--- src/rtl/xtf_pkg.sv ---
package xtf_pkg;
    typedef enum logic {
        VIEW_TRY  = 1'b0,
        VIEW_SYNC = 1'b1
    } view_e;

    typedef enum logic [1:0] {
        ACT_IDLE = 2'd0,
        ACT_PARK = 2'd1,
        ACT_GO   = 2'd2
    } act_e;
endpackage

--- src/rtl/xtf_ring.sv ---
module xtf_ring #(
    parameter int DW    = 64,
    parameter int DEPTH = 4,
    localparam int PW   = $clog2(DEPTH),
    localparam int CW   = PW + 1
) (
    input  logic          clk,
    input  logic          rst,
    input  logic          push,
    input  logic          pop,
    input  logic [DW-1:0] wdata,
    output logic [DW-1:0] head,
    output logic [CW-1:0] count
);
    typedef struct packed {
        logic [PW-1:0] rd_ptr;
        logic [CW-1:0] count;
    } ring_t;

    ring_t         st_q, st_d;
    logic [DW-1:0] mem_q [DEPTH];
    logic [PW-1:0] slot;

    always_comb begin
        st_d = st_q;
        slot = st_q.rd_ptr + st_q.count[PW-1:0];
        if (push) begin
            st_d.count = st_q.count + CW'(1);
        end
        if (pop) begin
            st_d.rd_ptr = st_q.rd_ptr + PW'(1);
            st_d.count  = st_q.count - CW'(1);
        end
    end

    always_ff @(posedge clk) begin
        if (rst) st_q <= '0;
        else     st_q <= st_d;
    end

    always_ff @(posedge clk) begin
        if (push) mem_q[slot] <= wdata;
    end

    assign head  = mem_q[st_q.rd_ptr];
    assign count = st_q.count;

    p_no_overflow_r9: assert property (@(posedge clk) disable iff (rst)
        push |-> (st_q.count < CW'(DEPTH)));
    p_no_underflow_r9: assert property (@(posedge clk) disable iff (rst)
        pop |-> (st_q.count != '0));
    p_single_op_r1: assert property (@(posedge clk) disable iff (rst)
        !(push && pop));
    p_count_step_r9: assert property (@(posedge clk) disable iff (rst)
        push |=> (st_q.count == $past(st_q.count) + CW'(1)));
endmodule

--- src/rtl/xtf_waitq.sv ---
module xtf_waitq #(
    parameter int NTHR  = 8,
    localparam int TIDW = (NTHR > 1) ? $clog2(NTHR) : 1
) (
    input  logic            clk,
    input  logic            rst,
    input  logic            park,
    input  logic [TIDW-1:0] park_tid,
    input  logic            drain,
    output logic [NTHR-1:0] mask,
    output logic [NTHR-1:0] wake
);
    typedef struct packed {
        logic [NTHR-1:0] mask;
        logic [NTHR-1:0] wake;
    } wq_t;

    wq_t st_q, st_d;

    always_comb begin
        st_d      = st_q;
        st_d.wake = '0;
        if (park) begin
            st_d.mask = st_q.mask | (NTHR'(1) << park_tid);
        end else if (drain) begin
            st_d.wake = st_q.mask;
            st_d.mask = '0;
        end
    end

    always_ff @(posedge clk) begin
        if (rst) st_q <= '0;
        else     st_q <= st_d;
    end

    assign mask = st_q.mask;
    assign wake = st_q.wake;

    p_park_sets_bit_r7: assert property (@(posedge clk) disable iff (rst)
        park |=> st_q.mask[$past(park_tid)]);
    p_wake_all_r8: assert property (@(posedge clk) disable iff (rst)
        drain |=> (st_q.wake == $past(st_q.mask)) && (st_q.mask == '0));
    p_park_drain_excl_r8: assert property (@(posedge clk) disable iff (rst)
        !(park && drain));
endmodule

--- src/rtl/xthread_fifo_cell.sv ---
module xthread_fifo_cell
    import xtf_pkg::*;
#(
    parameter int DW    = 64,
    parameter int DEPTH = 4,
    parameter int NTHR  = 8,
    localparam int TIDW = (NTHR > 1) ? $clog2(NTHR) : 1,
    localparam int CW   = $clog2(DEPTH) + 1
) (
    input  logic            clk,
    input  logic            rst,
    input  logic            cfg_we,
    input  logic            cfg_fifo_en,
    input  logic            req_valid,
    input  logic            req_sync,
    input  logic            req_write,
    input  logic [DW-1:0]   req_wdata,
    input  logic [TIDW-1:0] req_tid,
    output logic            rsp_valid,
    output logic [DW-1:0]   rsp_rdata,
    output logic            rsp_stall,
    output logic [NTHR-1:0] wake,
    output logic            tag_empty,
    output logic            tag_full
);
    typedef struct packed {
        logic          empty;
        logic          full;
        logic          fifo_en;
        logic          rsp_valid;
        logic          rsp_stall;
        logic [DW-1:0] rsp_data;
    } cell_t;

    cell_t           st_q, st_d;
    act_e            act;
    logic            active, blocked, push, pop, drain;
    logic [CW-1:0]   cnt, cnt_after;
    logic [DW-1:0]   head;
    logic [NTHR-1:0] mask;

    always_comb begin
        active  = req_valid && st_q.fifo_en;
        blocked = (view_e'(req_sync) == VIEW_SYNC) &&
                  (req_write ? st_q.full : st_q.empty);
        if (!active)      act = ACT_IDLE;
        else if (blocked) act = ACT_PARK;
        else              act = ACT_GO;

        push      = (act == ACT_GO) && req_write  && (cnt < CW'(DEPTH));
        pop       = (act == ACT_GO) && !req_write && (cnt != '0);
        drain     = (act == ACT_GO) && (mask != '0);
        cnt_after = cnt + CW'(push) - CW'(pop);

        st_d           = st_q;
        st_d.rsp_valid = req_valid;
        st_d.rsp_stall = (act == ACT_PARK);
        st_d.rsp_data  = pop ? head : '0;
        if (cfg_we) st_d.fifo_en = cfg_fifo_en;

        if (active && !req_write) begin
            st_d.full = 1'b0;
            if (act == ACT_GO) st_d.empty = (cnt_after == '0);
        end
        if (active && req_write) begin
            st_d.empty = 1'b0;
            if (act == ACT_GO) st_d.full = (cnt_after == CW'(DEPTH));
        end
    end

    always_ff @(posedge clk) begin
        if (rst) begin
            st_q         <= '0;
            st_q.empty   <= 1'b1;
        end else begin
            st_q <= st_d;
        end
    end

    xtf_ring #(.DW(DW), .DEPTH(DEPTH)) u_ring (
        .clk   (clk),
        .rst   (rst),
        .push  (push),
        .pop   (pop),
        .wdata (req_wdata),
        .head  (head),
        .count (cnt)
    );

    xtf_waitq #(.NTHR(NTHR)) u_waitq (
        .clk      (clk),
        .rst      (rst),
        .park     (act == ACT_PARK),
        .park_tid (req_tid),
        .drain    (drain),
        .mask     (mask),
        .wake     (wake)
    );

    assign rsp_valid = st_q.rsp_valid;
    assign rsp_rdata = st_q.rsp_data;
    assign rsp_stall = st_q.rsp_stall;
    assign tag_empty = st_q.empty;
    assign tag_full  = st_q.full;

    p_tags_track_r6: assert property (@(posedge clk) disable iff (rst)
        (st_q.empty == (cnt == '0)) && (st_q.full == (cnt == CW'(DEPTH))));
    p_try_no_stall_r3: assert property (@(posedge clk) disable iff (rst)
        (req_valid && !req_sync) |=> !rsp_stall);
    p_off_quiet_r4: assert property (@(posedge clk) disable iff (rst)
        (req_valid && !st_q.fifo_en && !cfg_we) |=>
            (rsp_rdata == '0) && !rsp_stall && (wake == '0));
    p_sync_read_stall_r2: assert property (@(posedge clk) disable iff (rst)
        (req_valid && st_q.fifo_en && req_sync && !req_write && st_q.empty)
            |=> rsp_stall && $stable(cnt));
    p_rsp_follows_r10: assert property (@(posedge clk) disable iff (rst)
        req_valid |=> rsp_valid);
    p_rsp_idle_r10: assert property (@(posedge clk) disable iff (rst)
        !req_valid |=> !rsp_valid);
endmodule

--- config.mk ---
export PLATFORM = sky130hd
export DESIGN_NAME = xthread_fifo_cell
export DESIGN_NICKNAME = d
export VERILOG_FILES = /design/src/rtl/xtf_pkg.sv /design/src/rtl/xtf_ring.sv /design/src/rtl/xtf_waitq.sv /design/src/rtl/xthread_fifo_cell.sv
export SDC_FILE = /design/constraint.sdc
export NUM_CORES = 1
export LEC_CHECK = 0
export BUFFER_PORTS_ARGS = -buffer_cell sky130_fd_sc_hd__buf_2
export CORE_UTILIZATION = 55
export DETAILED_ROUTE_END_ITERATION = 10
export PLACE_DENSITY = 0.76
export SLEW_MARGIN = 20
export SYNTH_ARGS = -nofsm -noshare
export SYNTH_HDL_FRONTEND = slang
export SYNTH_SLANG_ARGS = --single-unit
--- constraint.sdc ---
create_clock -name clk -period 8.6 [get_ports clk]
set_input_delay 1.29 -clock clk [delete_from_list [all_inputs] [get_ports clk]]
set_output_delay 1.29 -clock clk [all_outputs]
set_load 0.02 [all_outputs]
After elaboration in Yosys (flattened, before gate mapping) --
Memory sizes are Yosys's and may differ from the RTL's. A register that Yosys moved wholly into a read port is not among the register bits. Index checks and enable logic that the tools add are counted. W data, S select, Z words.
Word-level totals: input bits 74, register bits 26, RAM bits 256, output and inout port bits 76, memories kept 1
Operators by class: bitwise operators 3, $lt $le $gt $ge 1, reductions and logical operators 20, equal/unequal tests 3, add/sub/neg operators 6, muxes and demuxes 13, shifts and indexed selects 1
Memories:
- u_ring.mem_q | words 4, width 64, read ports 1, clocked after memory_dff 1, write ports 1, RTL line xtf_ring.sv:21 | logic [DW-1:0] mem_q [DEPTH];
Operators with widths (count):
- $mux W16 | 1
- $logic_and A1 B1 Y1 | 9
- $mux W2 | 4
- $mux W8 | 1
- $or A8 B8 Y8 | 1
- $reduce_bool A2 Y1 | 4
- $reduce_bool A8 Y1 | 1
- $shl A1 B3 Y8 const A | 1
- $mux W3 | 2
- $mux W1 | 5
- $add A3 B1 Y3 | 1
- $add A3 B1 Y3 const B | 1
- $eq A3 B3 Y1 const B | 1
- $logic_not A3 Y1 | 1
- $lt A3 B3 Y1 const B | 1
- $reduce_bool A3 Y1 | 1
- $reduce_or A3 Y1 | 1
- $sub A3 B1 Y3 | 1
- $sub A3 B1 Y3 const B | 1
- $add A2 B1 Y2 const B | 1
- $add A2 B2 Y2 | 1
- $eq A2 B1 Y1 const B | 1
- $eq A2 B2 Y1 const B | 1
- $not A1 Y1 | 2
- other kinds (3) | 3

Longest topological paths before layout --
word-level depth 14, gate-level depth with buffers 11, depth with buffers taken out 10

Cells and area by module --
From an unflattened synthesis, not the netlist that was laid out.
Unflattened totals: cell total of the unflattened synthesis 662, area, all modules 12778.5 um2
Modules (own cells, without submodules):
- xtf_ring | area an instance 9660.5 um2, cells an instance 374, times used 1, sequential area each 7827.5 um2
- xthread_fifo_cell | area an instance 2549.9 um2, cells an instance 239, times used 1, sequential area each 1381.3 um2
- xtf_waitq | area an instance 568.0 um2, cells an instance 49, times used 1, sequential area each 320.3 um2

Worst setup path before layout --
OpenSTA, ideal clock, no wires.
kind input-to-reg, from input port req_valid, to memory u_ring.mem_q[2][0] (enable), setup slack 1.941 ns, buffers on the path 0, data required time 8.035 ns, cell stages on the path 3, arrival 6.094 ns, cell sequence and2_1 > nand4_1 > nor3_1
On the way: longest elaborated chain between the ends 7
RTL lines:
- start: declaration | RTL line xthread_fifo_cell.sv:14 | input logic req_valid,
- $logic_and A1 B1 Y1 | RTL line xthread_fifo_cell.sv:43 | active = req_valid && st_q.fifo_en;
- $mux W2 | RTL line xthread_fifo_cell.sv:46 | if (!active) act = ACT_IDLE;
- $eq A2 B2 Y1 | RTL line xthread_fifo_cell.sv:50 | push = (act == ACT_GO) && req_write && (cnt < CW'(DEPTH));
- $logic_and A1 B1 Y1 (2 in a row) | RTL line xthread_fifo_cell.sv:50
- $mux W1 | RTL line xtf_ring.sv:42 | if (push) mem_q[slot] <= wdata;
- $mux W1 (not written as such) | RTL line xtf_ring.sv:42
- end: declaration | RTL line xtf_ring.sv:21
Every way passes these cells.

Worst setup path in the final report --
from input port req_valid, to register rsp_rdata[41] (netlist name)
On the way: longest elaborated chain between the ends 7
RTL lines:
- $logic_and A1 B1 Y1 | RTL line xthread_fifo_cell.sv:43
- $mux W2 | RTL line xthread_fifo_cell.sv:46
- $eq A2 B2 Y1 | RTL line xthread_fifo_cell.sv:51 | pop = (act == ACT_GO) && !req_write && (cnt != '0);
- $logic_and A1 B1 Y1 (2 in a row) | RTL line xthread_fifo_cell.sv:51
- $not A1 Y1 (no line)
- $reduce_or A2 Y1 (no line)
Every way passes these cells. A chain may end at the register's enable or synchronous reset.

==> impl_results.md <==
* Status: completed
* Pwr/cell area at between 200 and 250 nW/um2
* # Max-Cap Violations at 0
* Worst setup endpoint: rsp_rdata[41]$_SDFF_PP0_
* Area after DPL at between 10,000 and 15,000 um2
* CP arrival at 3.84 ns
* Share of the synthesized area in the top cell type at 0.5851
* CP Buf/Inv Count at 2
* Post-synth cell types at 43
* TritonCTS Sinks at 346
* R2r startpoint: u_ring.st_q[4]$_SDFFE_PP0P_
* Dpl cells at 1,047
* Crit path kind: input port to flip-flop
* Largest fanout on the critical path at 40
* Slowest-stage cell, CP: buf_4
* Synth Cell Area at between 10,000 and 15,000 um2
* Crit-path cells: buf_2, nand2_1, nor3_4, nand2b_4, buf_4, and2b_2
* CTS tree: yes
* Number of enable flip-flop cells after synthesis at 256
* Largest net degree at the start of global routing at 67
* Most frequent cells in the layout: edfxtp_1, buf_2, dfxtp_1
* Yosys top cell by area: edfxtp_1
* Startpoint Class: input port
* Pwr Total at about 3.4 mW
* # DRC at 0
* Setup violators final at 0
* Vias/cell at around 5.4
* Global-route wire length before repair at around 34,000 um
* Fin crit share at 0.4017
* Post-route cell area at 14,860 um2
* Drt pass-1 iters at 4
* Chip height at around 160 um
* Biggest cell delay along the critical path at just over 1 ns
* Worst-skew pair later-pin latency at ~0.5 ns
* Worst Reg-to-Reg Cells at 4
* Nets at 844
* Reg2reg end: u_ring.mem_q[2][15]$_DFFE_PP_
* Worst setup EP type: flip-flop
* Total wire length at 22,590 um
* Initial core utilization at 0.5598
* Postcts setup bufs at 0
* Actual slew at the worst max-slew pin at 1.137 ns
* Syn nets at 739
* Max Slew Vio Count at 0
* Port bufs at 149
* Synth Area per Inst at 19.88 um2
* Slew headroom at 0.2421
* Core ar. at 23,470 um2
* Reg2Reg Setup Slack at 5.64 ns
* Fin crit period at 3.454 ns
* Post-DP HPWL at 12,790 um
* Critical path's top delay family: simple AND/OR/NAND/NOR gates
* Die Area at between 20,000 and 25,000 um2
* Setup_tns at 0 ns
* Mapped Cells at 661
* Clock Skews at 0.01273 ns
* Final Core Density at 0.6330
* Routed WL per cell at between 20 and 25 um
* Worst setup margin at 5.146 ns
* Synth area leaders: edfxtp_1, dfxtp_1, mux4_2
* Main synth FF type: edfxtp_1
* Clock Tree Buf Depth at 3
* Synth warn at 0
* Hold Path Class: flip-flop to flip-flop
* Die X at 156.6 um
* Post-CTS sizing at 0
* # H-tree levels at 2
* GP Congestion at between 0.8 and 0.9
* Overall Global Routing Usage at 0.1888
* Async SR Flop Fraction at 0
* Total congestion overflow at 0
* Peak supply drop at 0.1624 mV
* Final Hold Viols at 0
* RSZ-0062 raised after global routing: false
* Synth-to-layout area growth at 13.08%
* Post-DRT Antenna Nets at 0
* CTS Buf Count at 36
* Clock transition at path regs at about 0.06 ns
* WP data required at 8.98 ns
* Peak Freq at roughly 290 MHz
* Iter 0 DRT Violations at between 300 and 400
* CTS Hold Bufs at 0
* # rows at 56
* Layout cells sized above 1 at 0.4369
* Post-synthesis register bit count at 346
* Initial antenna violation count at 5
* Dpl ws at 4.643 ns
* Worst Hold Slack at 0.5164 ns
* Vias in the first global route at 6,308
* Final Instance Count excl. Fillers at 1,113
* I/O pins at 150
* Seq/Total Area, Yosys at 0.7222
* Routed vias at 5,955
* Root Buffer: clkbuf_16
* P_leak at 5.309 nW
* Crit. path cell count at 6
* Leading cell type in the layout, fill and taps excluded: edfxtp_1
* CP Launch Point: req_valid
logic make-up after synthesis:
kind of cell	after synthesis	synth area share
adders and majority gates	4	0.004381
muxes	67	0.1121
AOI/OAI and AO/OA	23	0.01152
buffers and inverters	93	0.05552
DFF	346	0.7222
and+or+nand+nor	121	0.08961
xor gates and xnor gates	7	0.004666
report_power, final:
group / leakage (nW) / switching [mW] / internal [mW]
Combinational: 1.69 / 0.0308 / 0.0235
Clock: 0.587 / 0.591 / 0.952
Sequential: 3.03 / 0.00231 / 1.80
cells in the mapped netlist, drive strengths merged (2+ instances only):
cell	instances
a211oi	3
a21oi	8
a31oi	4
and2	9
and2b	4
buf	81
clkbuf	8
dfxtp	90
edfxtp	256
ha	3
inv	4
mux2i	2
mux4	64
nand2	8
nand2b	2
nand3	2
nor2	17
nor2b	63
nor3	5
nor4	4
nor4b	2
o21ai	3
or2b	2
xnor2	7
worst min path at each step:
| stage | startpoint | endpoint | depth (start not counted) |
|---|---|---|---|
| after floorplan | u_waitq.mask[0]$_SDFFE_PP0P_ | u_waitq.mask[0]$_SDFFE_PP0P_ | 2 |
| after global placement | u_waitq.mask[6]$_SDFFE_PP0P_ | u_waitq.mask[6]$_SDFFE_PP0P_ | 2 |
| after detailed placement | u_waitq.mask[6]$_SDFFE_PP0P_ | u_waitq.wake[6]$_SDFF_PP0_ | 1 |
| after CTS | u_waitq.mask[6]$_SDFFE_PP0P_ | u_waitq.wake[6]$_SDFF_PP0_ | 1 |
| after global routing | u_waitq.mask[1]$_SDFFE_PP0P_ | u_waitq.wake[1]$_SDFF_PP0_ | 1 |
| final | u_waitq.mask[6]$_SDFFE_PP0P_ | u_waitq.wake[6]$_SDFF_PP0_ | 1 |
worst reg2reg max path: cells and delay by family (launching register included):
family / cells / cell delay [ns]
flip-flops: 1 / 1.05
buffers and inverters: 1 / 0.79
XOR/XNOR: 2 / 0.56
AND/OR/NAND/NOR: 1 / 0.14
final cells by class:
type                            count  area, um2
Multi-Input combinational cell    222       2950
Timing Repair Buffer              156      798.3
Clock inverter                     13      165.2
Fill cell                        1586       8615
Antenna cell                        2      5.005
Sequential cell                   346       9497
Inverter                            4      15.01
Tap cell                          319      399.1
Clock buffer                       51       1028
sequential cells by signal, summed over array words and instances, names as in the netlist:
signal and flops:
tag_full 1, u_waitq.wake 8, tag_empty 1, rsp_rdata 64, st_q 1, rsp_stall 1, rsp_valid 1, u_waitq.mask 8
u_ring.count 3, u_ring.st_q 2, u_ring.mem_q 256
per-layer routing:
layer / vias to the layer above / routed length [um] / global-route usage
met5: - / 35 / 0
met4: 6 / 393 / 0.05836
met3: 36 / 1255 / 0.04486
met2: 176 / 11770 / 0.3276
met1: 3080 / 9142 / 0.2350
li1: 2657 / - / -
Power figures use the tool's default switching activity.
